--- src/rtl/ea_gen_pkg.sv ---
package ea_gen_pkg;

  typedef enum logic [2:0] {
    AM_IMM   = 3'd0,
    AM_DIR8  = 3'd1,
    AM_DIR16 = 3'd2,
    AM_IDX0  = 3'd3,
    AM_IDX8  = 3'd4,
    AM_IDX16 = 3'd5,
    AM_RSV6  = 3'd6,
    AM_RSV7  = 3'd7
  } amode_e;

  localparam logic [7:0] PFX_SWAP = 8'h90;
  localparam logic [7:0] PFX_BOTH = 8'h91;
  localparam logic [7:0] PFX_IND  = 8'h92;

  typedef enum logic [1:0] {
    FS_IDLE = 2'd0,
    FS_HI   = 2'd1,
    FS_LAST = 2'd2
  } fstate_e;

  typedef struct packed {
    logic use_y;
    logic indirect;
  } pfx_t;

endpackage

--- src/rtl/ea_prefix_dec.sv ---
module ea_prefix_dec
  import ea_gen_pkg::*;
#(
  parameter int DW = 8
) (
  input  logic [DW-1:0] prefix,
  output pfx_t          pfx
);

  always_comb begin
    pfx = '0;
    if (prefix == PFX_SWAP) begin
      pfx.use_y = 1'b1;
    end else if (prefix == PFX_BOTH) begin
      pfx.use_y    = 1'b1;
      pfx.indirect = 1'b1;
    end else if (prefix == PFX_IND) begin
      pfx.indirect = 1'b1;
    end
  end

endmodule

--- src/rtl/ea_index_add.sv ---
module ea_index_add #(
  parameter int DW = 8,
  parameter int AW = 16
) (
  input  logic [AW-1:0] base,
  input  logic [DW-1:0] idx,
  input  logic          add_en,
  output logic [AW-1:0] sum
);

  localparam int PADW = AW - DW;

  logic [AW-1:0] idx_ext;

  always_comb begin
    idx_ext = add_en ? {{PADW{1'b0}}, idx} : '0;
    sum     = base + idx_ext;
  end

endmodule

--- src/rtl/ea_direct.sv ---
module ea_direct
  import ea_gen_pkg::*;
#(
  parameter int DW = 8,
  parameter int AW = 2 * DW
) (
  input  logic [2:0]    mode,
  input  logic [DW-1:0] op_hi,
  input  logic [DW-1:0] op_lo,
  input  logic [DW-1:0] idx,
  output logic [AW-1:0] ea_dir,
  output logic          is_imm,
  output logic          is_rsv,
  output logic          ptr_mode,
  output logic          ptr_long,
  output logic          idx_used
);

  localparam int PADW = AW - DW;

  amode_e        am;
  logic [AW-1:0] base;

  always_comb begin
    am       = amode_e'(mode);
    base     = '0;
    is_imm   = 1'b0;
    is_rsv   = 1'b0;
    ptr_mode = 1'b0;
    ptr_long = 1'b0;
    idx_used = 1'b0;
    unique case (am)
      AM_IMM:   is_imm = 1'b1;
      AM_DIR8:  begin base = {{PADW{1'b0}}, op_lo}; ptr_mode = 1'b1; end
      AM_DIR16: begin base = {op_hi, op_lo}; ptr_mode = 1'b1; ptr_long = 1'b1; end
      AM_IDX0:  idx_used = 1'b1;
      AM_IDX8:  begin base = {{PADW{1'b0}}, op_lo}; ptr_mode = 1'b1; idx_used = 1'b1; end
      AM_IDX16: begin
        base     = {op_hi, op_lo};
        ptr_mode = 1'b1;
        ptr_long = 1'b1;
        idx_used = 1'b1;
      end
      AM_RSV6, AM_RSV7: is_rsv = 1'b1;
    endcase
  end

  ea_index_add #(.DW(DW), .AW(AW)) u_add (
    .base   (base),
    .idx    (idx),
    .add_en (idx_used),
    .sum    (ea_dir)
  );

endmodule

--- src/rtl/ea_fetch_fsm.sv ---
module ea_fetch_fsm
  import ea_gen_pkg::*;
#(
  parameter int DW = 8,
  parameter int AW = 2 * DW
) (
  input  logic          clk,
  input  logic          rst_n,
  input  logic          start,
  input  logic          start_long,
  input  logic [DW-1:0] ptr,
  input  logic [DW-1:0] idx_in,
  output logic          rd_en,
  output logic [DW-1:0] rd_addr,
  input  logic [DW-1:0] rd_data,
  output logic          busy,
  output logic          fin,
  output logic [AW-1:0] fin_ea
);

  localparam int PADW = AW - DW;

  fstate_e       state_q, state_d;
  logic [DW-1:0] ptr_q, idx_q, hi_q;
  logic          long_q;
  logic          cap_en, hi_en;
  logic [AW-1:0] base;

  always_comb begin
    state_d = state_q;
    rd_en   = 1'b0;
    rd_addr = ptr;
    fin     = 1'b0;
    cap_en  = 1'b0;
    hi_en   = 1'b0;
    unique case (state_q)
      FS_IDLE: begin
        if (start) begin
          rd_en   = 1'b1;
          cap_en  = 1'b1;
          state_d = start_long ? FS_HI : FS_LAST;
        end
      end
      FS_HI: begin
        rd_en   = 1'b1;
        rd_addr = ptr_q + 1'b1;
        hi_en   = 1'b1;
        state_d = FS_LAST;
      end
      FS_LAST: begin
        fin     = 1'b1;
        state_d = FS_IDLE;
      end
      default: state_d = FS_IDLE;
    endcase
  end

  always_ff @(posedge clk or negedge rst_n) begin
    if (!rst_n) begin
      state_q <= FS_IDLE;
      ptr_q   <= '0;
      idx_q   <= '0;
      long_q  <= 1'b0;
      hi_q    <= '0;
    end else begin
      state_q <= state_d;
      if (cap_en) begin
        ptr_q  <= ptr;
        idx_q  <= idx_in;
        long_q <= start_long;
      end
      if (hi_en) begin
        hi_q <= rd_data;
      end
    end
  end

  assign busy = (state_q != FS_IDLE);
  assign base = long_q ? {hi_q, rd_data} : {{PADW{1'b0}}, rd_data};

  ea_index_add #(.DW(DW), .AW(AW)) u_add (
    .base   (base),
    .idx    (idx_q),
    .add_en (1'b1),
    .sum    (fin_ea)
  );

  AST_HI_ADDR_NEXT: assert property (@(posedge clk) disable iff (!rst_n)
    (state_q == FS_HI) |-> (rd_addr == DW'($past(rd_addr) + 1'b1)));
  AST_LAST_NO_READ: assert property (@(posedge clk) disable iff (!rst_n)
    (state_q == FS_LAST) |-> !rd_en);
  AST_HI_NOT_FIN: assert property (@(posedge clk) disable iff (!rst_n)
    (state_q == FS_HI) |=> fin);

endmodule

--- src/rtl/ea_gen.sv ---
module ea_gen
  import ea_gen_pkg::*;
#(
  parameter int DW = 8
) (
  input  logic          clk,
  input  logic          rst_n,
  input  logic          req,
  input  logic [2:0]    mode,
  input  logic [DW-1:0] prefix,
  input  logic [DW-1:0] op_hi,
  input  logic [DW-1:0] op_lo,
  input  logic [DW-1:0] idx_x,
  input  logic [DW-1:0] idx_y,
  input  logic          is_dest,
  output logic          rd_en,
  output logic [DW-1:0] rd_addr,
  input  logic [DW-1:0] rd_data,
  output logic          busy,
  output logic          done,
  output logic [2*DW-1:0] ea,
  output logic          imm_op,
  output logic          err
);

  localparam int AW = 2 * DW;

  pfx_t          pfx;
  logic [DW-1:0] idx_sel, idx_fetch;
  logic [AW-1:0] ea_dir, fin_ea;
  logic          is_imm, is_rsv, ptr_mode, ptr_long, idx_used;
  logic          acc, need_fetch, start, quick, fin;

  ea_prefix_dec #(.DW(DW)) u_pfx (
    .prefix (prefix),
    .pfx    (pfx)
  );

  assign idx_sel = pfx.use_y ? idx_y : idx_x;

  ea_direct #(.DW(DW), .AW(AW)) u_dir (
    .mode     (mode),
    .op_hi    (op_hi),
    .op_lo    (op_lo),
    .idx      (idx_sel),
    .ea_dir   (ea_dir),
    .is_imm   (is_imm),
    .is_rsv   (is_rsv),
    .ptr_mode (ptr_mode),
    .ptr_long (ptr_long),
    .idx_used (idx_used)
  );

  always_comb begin
    acc        = req & ~busy;
    need_fetch = pfx.indirect & ptr_mode;
    start      = acc & need_fetch;
    quick      = acc & ~need_fetch;
    idx_fetch  = idx_used ? idx_sel : '0;
  end

  ea_fetch_fsm #(.DW(DW), .AW(AW)) u_fetch (
    .clk        (clk),
    .rst_n      (rst_n),
    .start      (start),
    .start_long (ptr_long),
    .ptr        (op_lo),
    .idx_in     (idx_fetch),
    .rd_en      (rd_en),
    .rd_addr    (rd_addr),
    .rd_data    (rd_data),
    .busy       (busy),
    .fin        (fin),
    .fin_ea     (fin_ea)
  );

  always_comb begin
    done   = quick | fin;
    ea     = fin ? fin_ea : (quick ? ea_dir : '0);
    imm_op = quick & is_imm;
    err    = quick & (is_rsv | (is_imm & is_dest));
  end

  AST_IDLE_QUIET: assert property (@(posedge clk) disable iff (!rst_n)
    (!req && !busy) |-> (!done && !rd_en));
  AST_READ_THEN_BUSY: assert property (@(posedge clk) disable iff (!rst_n)
    (rd_en && !busy) |=> busy);
  AST_BUSY_ENDS_DONE: assert property (@(posedge clk) disable iff (!rst_n)
    $fell(busy) |-> $past(done));
  AST_IMM_NO_READ: assert property (@(posedge clk) disable iff (!rst_n)
    imm_op |-> (!rd_en && !busy));

endmodule

--- config.mk ---
export PLATFORM = sky130hd
export DESIGN_NAME = ea_gen
export DESIGN_NICKNAME = d
export VERILOG_FILES = /design/src/rtl/ea_gen_pkg.sv /design/src/rtl/ea_prefix_dec.sv /design/src/rtl/ea_index_add.sv /design/src/rtl/ea_direct.sv /design/src/rtl/ea_fetch_fsm.sv /design/src/rtl/ea_gen.sv
export SDC_FILE = /design/constraint.sdc
export NUM_CORES = 1
export LEC_CHECK = 0
export BUFFER_PORTS_ARGS = -buffer_cell sky130_fd_sc_hd__buf_2
export CAP_MARGIN = 20
export CORE_MARGIN = 1.5
export CORE_UTILIZATION = 25
export DETAILED_ROUTE_END_ITERATION = 6
export PLACE_DENSITY = 0.41
export SYNTH_ARGS = -nofsm -noshare
export SYNTH_HDL_FRONTEND = slang
export SYNTH_SLANG_ARGS = --single-unit
--- constraint.sdc ---
create_clock -name clk -period 8.2 [get_ports clk]
set_input_delay 1.64 -clock clk [delete_from_list [all_inputs] [get_ports clk]]
set_output_delay 1.64 -clock clk [all_outputs]
set_load 0.02 [all_outputs]
After elaboration in Yosys (flattened, before gate mapping)
Cells that the tools add are included.

operators by class
  add/subtract/negate cells = 3
  equal/unequal tests = 13
  mux-type cells = 26
  bitwise operators = 11
  reduce and logical (&&, ||, !) cells = 8

operators with widths
  cell                                                                   count
  16-bit two-way mux                                                     3
  8-bit two-way mux                                                      4
  16-bit one-hot mux with 2 select lines                                 1
  8-bit equality test, second input constant                             3
  16-bit adder                                                           1
  16-bit by 8-bit adder with 16-bit output                               1
  1-bit two-way mux                                                      14
  3-bit equality test, second input constant                             4
  8-bit by 1-bit adder with 8-bit output, second input constant          1
  1-bit AND                                                              7
  3-bit by 2-bit equality test with 1-bit output, second input constant  2
  2-bit OR reduction                                                     3
  2-bit two-way mux                                                      2
  2-bit one-hot mux with 2 select lines                                  1
  4-bit OR reduction                                                     1
  3-bit by 1-bit equality test with 1-bit output, second input constant  1
  3-bit logical NOT                                                      1
  3-bit OR reduction                                                     1
  2-bit by 1-bit equality test with 1-bit output, second input constant  1
  2-bit equality test, second input constant                             1
  2-bit logical NOT                                                      1
  2-bit inequality test, second input constant                           1
  1-bit NOT                                                              2
  1-bit OR                                                               2
  2 further kinds                                                        2

word-level totals
  flip-flop bits (word level) = 27
  output and inout port bits = 29
  word-level logic and storage cells = 66

Logic depth before layout (Yosys ltp)
Gate-level depths: netlist (run 1).

  depth in word-level cells = 9
  depth in mapped cells = 12
  depth with buffers taken out = 12

Cells and area by module
A second synthesis (run 1) with hierarchy kept.

unflattened totals
  cells, all modules = 376
  area, all modules = 3271.9 um2

by module, submodules not included
  module         times used  cells an instance  area an instance (um2)  seq. area each (um2)
  ea_fetch_fsm   1           126                1298.7                  675.6
  ea_index_add   2           69                 575.6                   0.0
  ea_gen         1           81                 581.8                   0.0
  ea_direct      1           27                 201.4                   0.0
  ea_prefix_dec  1           4                  38.8                    0.0

Worst setup path before layout (run 1)
OpenSTA, ideal clock, no wires.

  path kind = input -> output
  start point = in prefix[5]
  end point = out ea[12]
  data arrival time = 4.440 ns
  required time = 6.560 ns
  setup slack = 2.120 ns
  cell stages on the path = 12
  path buffers = 0
  cell sequence = nand4bb_4 nor4_4 mux2i_1 nor2_2 ha_1 fa_1 a211oi_1 o21ai_1 a31o_2 nand4_1 xor2_1 o22ai_1

between the ends
  longest elaborated chain between the ends = 9
  elaborated cells between the ends (all ways) = 16
  classes of those cells = add/sub (1); eq/ne (3); mux (9); bitwise (3)

ends and longest elaborated chain
  what                                                  RTL line      RTL
  start, declared                                       ea_gen.sv:10  input logic [DW-1:0] prefix,
  branches (longest 7 deep; another with 16-bit adder)  --
  16-bit two-way mux (*) (2 in a row)                   ea_gen.sv:79  ea = fin ? fin_ea : (quick ? ea_dir : '0);
  end, declared                                         ea_gen.sv:21  output logic [2*DW-1:0] ea,

Every way passes the cells marked *.

Worst setup path after layout (run 1)
Ends and elaborated chain as after synthesis.

==> impl_results.md, run 1 <==
* Status: complete, no violations
* Register area share after synthesis at 25.5%
* Top post-synthesis cells by area: dfrtp_1 (26%), mux2_1 (8.9%), ha_1 (8.0%)
* Final Hold Fails at 0
* Synth top area share at 25.5%
* Post-synthesis simple-gate area fraction at 21.7%
* Fmax at roughly 160 MHz
* GR met2 Demand/Resource at 25.6%
* Worst Path Buf+Inv at 2
* CTS sink count at 27
* Commonest cells in the netlist: nand2_1 (29), dfrtp_1 (27), mux2_1 (21)
* Met1 Usage GRT at a little under a fifth
* RSZ-0062 raised after global routing: false
* Routed via count at about 2.4k
* Mean post-synth cell area at 9.13 µm²
* Final Slew Violations at 0
* Number of enable flip-flop cells after synthesis at 0
* Vias per Instance at between 4 and 5
* Adder-cell share of the synthesized area at 9.54%
* Async set or reset register ratio after synthesis at 100%
* Reg2Reg Depth at 4
* Largest family of logic cells by synthesized area: simple AND/OR/NAND/NOR gates
* Synth Area in Compound Gates at 16.5%
* Area Growth Syn to Fin at 23.0%
* Mapped Cells at 290
* Pre-Repair DR Iteration Count at 4
* Die Y at 106 µm
* Antenna Nets Post-Route at 0
* DRC viols at 0
* N_diodes at 0
* Largest net degree at the start of global routing at 28
* IO Pins at 84
* Initial Util at 25.7%
* Non-Filler Instances at 507
* Row cnt at 37
* LEAKAGE at 1.53 nW
* #FFs+latches synth at 27
* WS Path Type: in2out
* GRT Overall Usage at 14.5%
* Hold path depth at 1
* Setup WS pre-CTS at 1.78 ns
* DPL Wire Length at 6500 µm
* Grt peak-use layer: met2
* Port Buffers at 83
* Worst path cell trace: buf_2 > nand4bb_4 > nor4_4 > mux2i_1 > nor2_2 > ha_1 > fa_1 > a211oi_1 > o21ai_1 > a31o_2 > nand4_1 > xor2_1 > o22ai_1 > buf_2
* Worst Path Max Fanout at 8
* Root Driver: clkbuf_8
* Power Dens Cells at 102 nW/µm²
* Crit share post-route at 78.3%
* Routed WL at 7900 µm
* Placed cells at roughly 500
* Grt met3 use at 3.49%
* Tot Pwr at 0.000333 W
* Final core occ at between 30% and 40%
* WL/cell at 15.6 µm
* Ys Warns at 0
* Post-CTS Hold Buffers at 0
* Setup repair bufs after CTS at 0
* Die ar. at 11200 µm²
* Post-CTS sizing at 0
* Layout net count at 446
* Cell with the most instances after synthesis: nand2_1
* Clock tree buffer depth at 2
* Clk Latency, worst-skew pair at 0.28 ns
* VDD IR max at 0.0556 mV
* Crit end category: output pin
* Setup TNS at 0 ns
* Min Tclk post-route at 6.42 ns
* Antenna violations before repair at 0
* Largest area contributor in the netlist: dfrtp_1
* Layout cells sized above 1 at between 20% and 30%
* Final Wtd Congestion at 0.857
* First DRT Iteration DRCs at 61
* Max-Cap Viols at 0
* Worst path most repeated cell: buf_2
* Tightest Hold Check Type: reg2reg
* Crit path DAT at around 4.8 ns
* Final setup violation count at 0
* CP startpoint kind: primary input
* Slew HR at roughly a third
* Post-Syn Nets at 364
* Synthesized cell area at approximately 2600 µm²
* First-pass GRT wire length at roughly 13000 µm
* Crit path depth at 14
* Synth cell types at between 50 and 60
* Worst path slowest cell: nor4_4
* Core region area at 10300 µm²
* Slowest stage delay, CP at 0.54 ns
* Die W at ~110 µm
* Delay-heaviest family, CP: simple AND/OR/NAND/NOR gates
* Overflow after GRT at 0
* Clock Skew at 0.00407 ns
* Post-synth top flop: dfrtp_1
* Worst EP required at 6.56 ns
* Mux share of post-synthesis cell area at 14.9%
* CTS buffer count at 3
* Final setup margin at about 1.8 ns
* Vias in the first global route at 2442
* Worst-path clk slew at 0.10 ns
* H-tree levels at 1
* Slew @ Worst Pin at 0.991 ns
* Post-synthesis xor/xnor area fraction at just under 10%
* CTS tree: done
[power by group]
part	internal (W)	total (W)	switching, W	leakage, nW
combinational	0.0000453	0.000109	0.0000637	1.15
sequential	0.000138	0.000143	0.00000507	0.354
clock	0.0000350	0.0000812	0.0000462	0.0228
[per-stage QoR]
step,cell area (µm²),hold WS (ns)
4_1_cts,3240,0.516
2_1_floorplan,2650,0.468
3_5_place_dp,3200,0.490
5_1_grt,3260,0.539
3_3_place_gp,3200,0.485
6_report,3260,0.510
[registers in the layout (all words and copies together), names as in the netlist]
register	cells
u_fetch.ptr_q	8
u_fetch.idx_q	8
u_fetch.hi_q	8
u_fetch.state_q	2
u_fetch.long_q	1
[kinds of logic (layout without fill, tap and decap cells)]
kind of cell / count (synthesis) / in the layout
buf+inv: 11 / 92
simple gates: 99 / 99
xor+xnor: 30 / 30
mux: 36 / 36
compound gates: 68 / 68
fa+ha+maj: 19 / 19
flops: 27 / 27
[metal layers]
layer  wire (µm)  vias up  part of all wire [%]
met2        3840       52                    49
li1            -     1226                     -
met4          44        0                  0.56
met1        3580     1132                    45
met5           0        -                     0
met3         436        4                   5.5
[layout make-up]
type                       count  area [µm²]
tap                          136         170
timing repair buffer          84         430
clock buffer                   4        45.0
inverter                       4        15.0
sequential                    27         676
fill                        1122        7070
multi-input combinational    252        1920
[worst paths after layout]
check                           slack, ns          endpoint          startpoint
worst max-delay path                 1.78            ea[12]           prefix[5]
worst min-delay path                 0.51  u_fetch.idx_q[2]    u_fetch.idx_q[2]
worst max register to register       6.43  u_fetch.idx_q[3]  u_fetch.state_q[0]
worst min register to register       0.51  u_fetch.idx_q[2]    u_fetch.idx_q[2]
max in group asynchronous            6.38  u_fetch.idx_q[7]               rst_n
min in group asynchronous            1.37  u_fetch.ptr_q[7]               rst_n
[cells in the final DEF, fill, tap and decap left out, types with 3 or more instances in the layout]
master and instances:
buf_2 83, nand2_1 29, dfrtp_1 27, mux2_1 21, xor2_1 18, ha_1 17
o21ai_1 13, xnor2_1 12, nor2_1 11, and2_1 11, o22ai_1 11, nor2_2 9
a21oi_1 9, mux2i_1 8, a211oi_1 8, mux2_2 7, nand3_1 7, and3_1 6
o21ai_0 6, nand2b_1 5, o21a_1 5, inv_1 4, nand4_1 4, a21o_1 4
nor2b_1 3, a22o_1 3, clkbuf_8 3
Note: power is estimated with default switching activity, not from simulation.
==> inputs of run 2 (changes only) <==
==> constraint.sdc (replaced) <==
create_clock -name clk -period 6.4 [get_ports clk]
set_input_delay 1.28 -clock clk [delete_from_list [all_inputs] [get_ports clk]]
set_output_delay 1.28 -clock clk [all_outputs]
set_load 0.02 [all_outputs]
==> run 2 against run 1 <==
Against the previous run:
- global-route usage is 0.097 points lower
- first-iteration DRC count grew 30%
- die area stayed put
- core utilization is 0.12 points higher
- count of clock-buffer cells in the layout is 1 lower
- combinational power grew 29%
- clock power up 26%
- critical path depth unchanged
- critical endpoint is now ea[14]
==> impl_results.md, run 2 (same netlist as run 1, synthesis figures left out) <==
* Status: complete, no violations
* Crit end category: output pin
* Worst Path Max Fanout at 5
* CP startpoint kind: primary input
* WL/cell at 15.5 µm
* Overflow after GRT at 0
* VDD IR max at between 0.07 and 0.08 mV
* Hold EP: u_fetch.idx_q[4]
* Antenna violations before repair at 0
* Fmax at 182 MHz
* Max-Cap Viols at 0
* LEAKAGE at 1.54 nW
* Reg2Reg Depth at 4
* First DRT Iteration DRCs at 79
* Worst Path Buf+Inv at 2
* Post-CTS Hold Buffers at 0
* Tightest Hold Check Type: reg2reg
* CTS buffer count at 3
* Hold path depth at 1
* Commonest non-fill, non-tap cells in the layout: buf_2 (83), nand2_1 (29), dfrtp_1 (27)
* Multi-input gate area at just under 2000 µm²
* Post-Place Cell Area at 3210 µm²
* Routed WL at just under 8000 µm
* Layout net count at 448
* Port Buffers at between 80 and 90
* N_diodes at 0
* CTS tree: done
* WS Path Type: in2out
* Vias per Instance at 4.75
* Commonest non-fill, non-tap cell in the layout: buf_2
* Setup repair bufs after CTS at 0
* Setup TNS at 0 ns
* Final Wtd Congestion at 0.838
* RSZ-0062 raised after global routing: false
* Worst path cell trace: buf_2 > nand4bb_4 > nor4_4 > mux2i_1 > nor2_2 > ha_1 > fa_1 > a211oi_1 > o21ai_1 > a31o_2 > nand4_1 > xor2_1 > o22ai_1 > buf_2
* Clock Skew at 0.00332 ns
* # fillers at 1130
* Die Y at 106 µm
* Final Hold Fails at 0
* First-pass GRT wire length at 12700 µm
* Initial Util at 25.7%
* Largest net degree at the start of global routing at 28
* Slowest stage delay, CP at about 0.43 ns
* IO Pins at 84
* Final core occ at 31.7%
* Antenna Nets Post-Route at 0
* Hold path start: u_fetch.idx_q[4]
* Worst EP required at just over 5 ns
* Power Dens Cells at 130 nW/µm²
* Storage element area at 676 µm²
* Slew @ Worst Pin at about 0.64 ns
* Delay-heaviest family, CP: simple AND/OR/NAND/NOR gates
* Worst-path clk slew at around 0.10 ns
* Pre-Repair DR Iteration Count at 4
* DRC viols at 0
* Crit path DAT at 4.20 ns
* Post-CTS sizing at 0
* Worst reg2reg startpoint: u_fetch.state_q[0]
* DPL Wire Length at 6480 µm
* RR Endpoint: u_fetch.idx_q[5]
* Layout cells sized above 1 at 30.3%
* Core region area at 10300 µm²
* H-tree levels at 1
* GRT Overall Usage at between 10 and 15%
* Die W at about 110 µm
* Row cnt at 37
* Area Growth Syn to Fin at 23.5%
* Final Slew Violations at 0
* Tot Pwr at 0.000426 W
* Worst path most repeated cell: buf_2
* CTS sink count at 27
* Largest regs: u_fetch.hi_q: 8 flops, u_fetch.idx_q: 8 flops, u_fetch.ptr_q: 8 flops
* Clk Latency, worst-skew pair at 0.28 ns
* Worst path slowest cell: fa_1
* Crit share post-route at 85.7%
* Routed via count at 2420
* Die ar. at roughly 11000 µm²
* Root Driver: clkbuf_8
* Finished Cell Area at 3270 µm²
* Vias in the first global route at around 2.4k
* Clock tree buffer depth at 2
* Internal reg-to-reg setup slack at roughly 4.6 ns
* Final setup violation count at 0
* Slew HR at 57.2%
* Min Tclk post-route at 5.48 ns
==> run 2: area by class of cell <==
type | instances | area share (%)
repair buffers | 86 | 13.5
clock inverters | 1 | 0.153
flip-flops and latches | 27 | 20.7
well taps | 136 | 5.20
multi-input cells | 252 | 58.8
inverters | 4 | 0.459
clock buffers | 3 | 1.26
==> run 2: routing by layer <==
| layer | routed length [µm] | GRT usage (%) |
|---|---|---|
| met2 | 3750 | 25.4 |
| met3 | 371 | 3.07 |
| met1 | 3710 | 18.5 |
| met5 | 0 | 0 |
| met4 | 30 | 1.74 |
==> run 2: worst reg2reg max path, stage by stage (launching register included) <==
cell and delay, ns:
dfrtp_1 0.41, nor2_1 0.19, and2_1 0.23, nand4_4 0.37, mux2_1 0.47
==> run 2: report_power, final <==
part	internal [W]	switching (W)	leakage [nW]
Sequential	0.000177	0.00000649	0.354
Clock	0.0000438	0.0000581	0.0255
Combinational	0.0000587	0.0000820	1.16
==> run 2: how the worst max path moves through the flow <==
stage               startpoint     end  slack [ns]  cells after the start
finish               prefix[5]  ea[14]        0.92                     14
detailed placement   prefix[5]  ea[14]        0.88                     14
global placement     prefix[5]  ea[14]        0.93                     14
CTS                  prefix[5]  ea[14]        0.88                     14
floorplan            prefix[5]  ea[12]        1.04                     12
global route         prefix[5]  ea[12]        0.67                     14
==> run 2: metrics by stage <==
step	instances	hold WS [ns]	setup slack, ns
after floorplan	290	0.468	1.04
after global placement	504	0.482	0.928
after detailed placement	504	0.491	0.876
after CTS	508	0.515	0.879
after global routing	509	0.542	0.670
final	509	0.511	0.916
==> inputs of run 3 (changes only) <==
--- a/config.mk
+++ b/config.mk
@@ -11,6 +11,7 @@
 export CORE_UTILIZATION = 25
 export DETAILED_ROUTE_END_ITERATION = 6
 export PLACE_DENSITY = 0.41
+export RECOVER_POWER = 50
 export SYNTH_ARGS = -nofsm -noshare
 export SYNTH_HDL_FRONTEND = slang
 export SYNTH_SLANG_ARGS = --single-unit
==> run 3 against run 2 <==
Against the previous run:
- the run now ends with max-capacitance violations, max-slew violations left
- via count hardly changed
- flip-flop and latch count unchanged
- worst setup slack lost 0.033 ns
- combinational power hardly changed
- count of clock-buffer cells in the layout unchanged
- die area did not move
- non-clock buffer count stayed put
- clock skew rose by 0.00073 ns
- hold slack got worse by 0.0013 ns
- global-route usage stayed put
- core utilization decreased by 0.53 points
- first-iteration DRC count decreased by 13%
- critical path type unchanged
- largest cell class unchanged
- largest power group unchanged
==> impl_results.md, run 3 (same netlist as run 1, synthesis figures left out) <==
* Antenna violations before repair at 0
* Clock Skew at 0.00404 ns
* Tightest Hold Check Type: reg2reg
* Routed via count at 2421
* Finished Cell Area at 3220 µm²
* Delay-heaviest family, CP: simple AND/OR/NAND/NOR gates
* Worst path cell trace: buf_2 > nand4bb_1 > nor4_4 > mux2i_1 > nor2_2 > ha_1 > fa_1 > a211oi_1 > o21ai_1 > a31o_2 > nand4_1 > xor2_1 > o22ai_1 > buf_2
* Combinational share of power at 32.6%
* Core region area at between 10000 and 15000 µm²
* Slowest stage delay, CP at 0.43 ns
* Switch share at 34.2%
* Clk Latency, worst-skew pair at ~0.28 ns
* Routed WL at between 7000 and 8000 µm
* CP startpoint kind: primary input
* Die W at 106 µm
* Final Slew Violations at 28
* First DRT Iteration DRCs at 69
* Worst path most repeated cell: buf_2
* Layout cells sized above 1 at a little over a quarter
* Slew @ Worst Pin at 1.56 ns
* DPL Wire Length at approximately 6500 µm
* Slew HR at -4.15%
* Reg power frac at about 43%
* Crit end category: output pin
* Hold path start: u_fetch.idx_q[4]
* First-pass GRT wire length at about 13000 µm
* WL/cell at about 15 µm
* DRC viols at 0
* Overflow after GRT at 0
* Worst path slowest cell: fa_1
* Commonest non-fill, non-tap cell in the layout: buf_2
* Pint at 0.000278 W
* IO Pins at 84
* Setup TNS at 0 ns
* Crit path DAT at approximately 4.2 ns
* Final Wtd Congestion at 0.838
* Row cnt at 37
* VDD IR max at around 0.073 mV
* Worst Path Buf+Inv at 2
* Layout net count at between 400 and 500
* CTS sink count at 27
* LEAKAGE at 1.50 nW
* Setup repair bufs after CTS at 0
* Die ar. at approximately 11000 µm²
* Root Driver: clkbuf_8
* Final setup violation count at 0
* CTS tree: done
* Min Tclk post-route at 5.52 ns
* N_diodes at 0
* Clock group share of total power at 24.0%
* Die Y at 106 µm
* Worst reg2reg startpoint: u_fetch.state_q[0]
* Power Dens Cells at 132 nW/µm²
* Psw at 0.000145 W
* Status: finished with violations
* RSZ-0062 raised after global routing: false
* Post-CTS sizing at 0
* Post-CTS Hold Buffers at 0
* Final Hold Fails at 0
* Failing checks: max-capacitance violations, max-slew violations
* Largest regs: u_fetch.hi_q: 8 flops, u_fetch.idx_q: 8 flops, u_fetch.ptr_q: 8 flops
* Vias in the first global route at around 2.4k
* WS Path Type: in2out
* Commonest non-fill, non-tap cells in the layout: buf_2 (74), nand2_1 (29), dfrtp_1 (27)
* Worst EP required at 5.12 ns
* Worst-path clk slew at ~0.10 ns
* Largest net degree at the start of global routing at 28
* Crit share post-route at between 80% and 90%
* Fmax at 181 MHz
* Max-Cap Viols at 1
* CTS buffer count at 3
* Post-Place Cell Area at 3210 µm²
* Pre-Repair DR Iteration Count at 4
* H-tree levels at 1
* GRT Overall Usage at 14.4%
* Antenna Nets Post-Route at 0
* Port Buffers at a little over 80
* Area Growth Syn to Fin at 21.4%
* Initial Util at about a quarter
* Worst Path Max Fanout at 5
* Critical path origin: prefix[5]
* Non-Filler Instances at 509
* Clock tree buffer depth at 2
* Vias per Instance at 4.76
* Placed cells at 504
run 3: path summary, 6_finish.rpt:
path                                     to  slack [ns]  cells after the start
setup / recovery                     ea[14]        0.88                     14
hold / removal             u_fetch.idx_q[4]        0.51                      1
setup reg to reg           u_fetch.idx_q[3]        3.90                      4
hold reg to reg            u_fetch.idx_q[4]        0.51                      1
max in group asynchronous  u_fetch.idx_q[3]        4.13                      1
min in group asynchronous  u_fetch.ptr_q[7]        1.37                      1
run 3: layer usage:
metal	wire length, µm	vias up	GRT usage (%)
met5	0	-	0
met4	30	0	1.74
met3	415	2	3.07
met2	3760	61	25.4
met1	3670	1129	18.5
li1	-	1229	-
run 3: stage by stage:
stage	power [W]	hold WS, ns	worst slack [ns]	util (%)
after floorplan	0.000273	0.468	1.04	-
after global placement	0.000329	0.482	0.928	31.1
after detailed placement	0.000329	0.491	0.876	31.1
after CTS	0.000433	0.515	0.879	31.6
after global routing	0.000453	0.542	0.608	31.1
final	0.000423	0.510	0.882	31.1
run 3: layout make-up:
class	instances	area (µm²)
clock buffer	3	41.3
clock inverter	1	5.00
fill	1136	7110
inverter	4	15.0
multi-input combinational	252	1890
sequential	27	676
tap	136	170
timing repair buffer	86	423
run 3: power groups by stage:
stage                     combinational, W  sequential (W)  clock (W)
after floorplan                  0.0000876        0.000185          0
after global placement            0.000142        0.000187          0
after detailed placement          0.000142        0.000187          0
after CTS                         0.000143        0.000184   0.000107
after global routing              0.000154        0.000185   0.000115
final                             0.000138        0.000184   0.000101
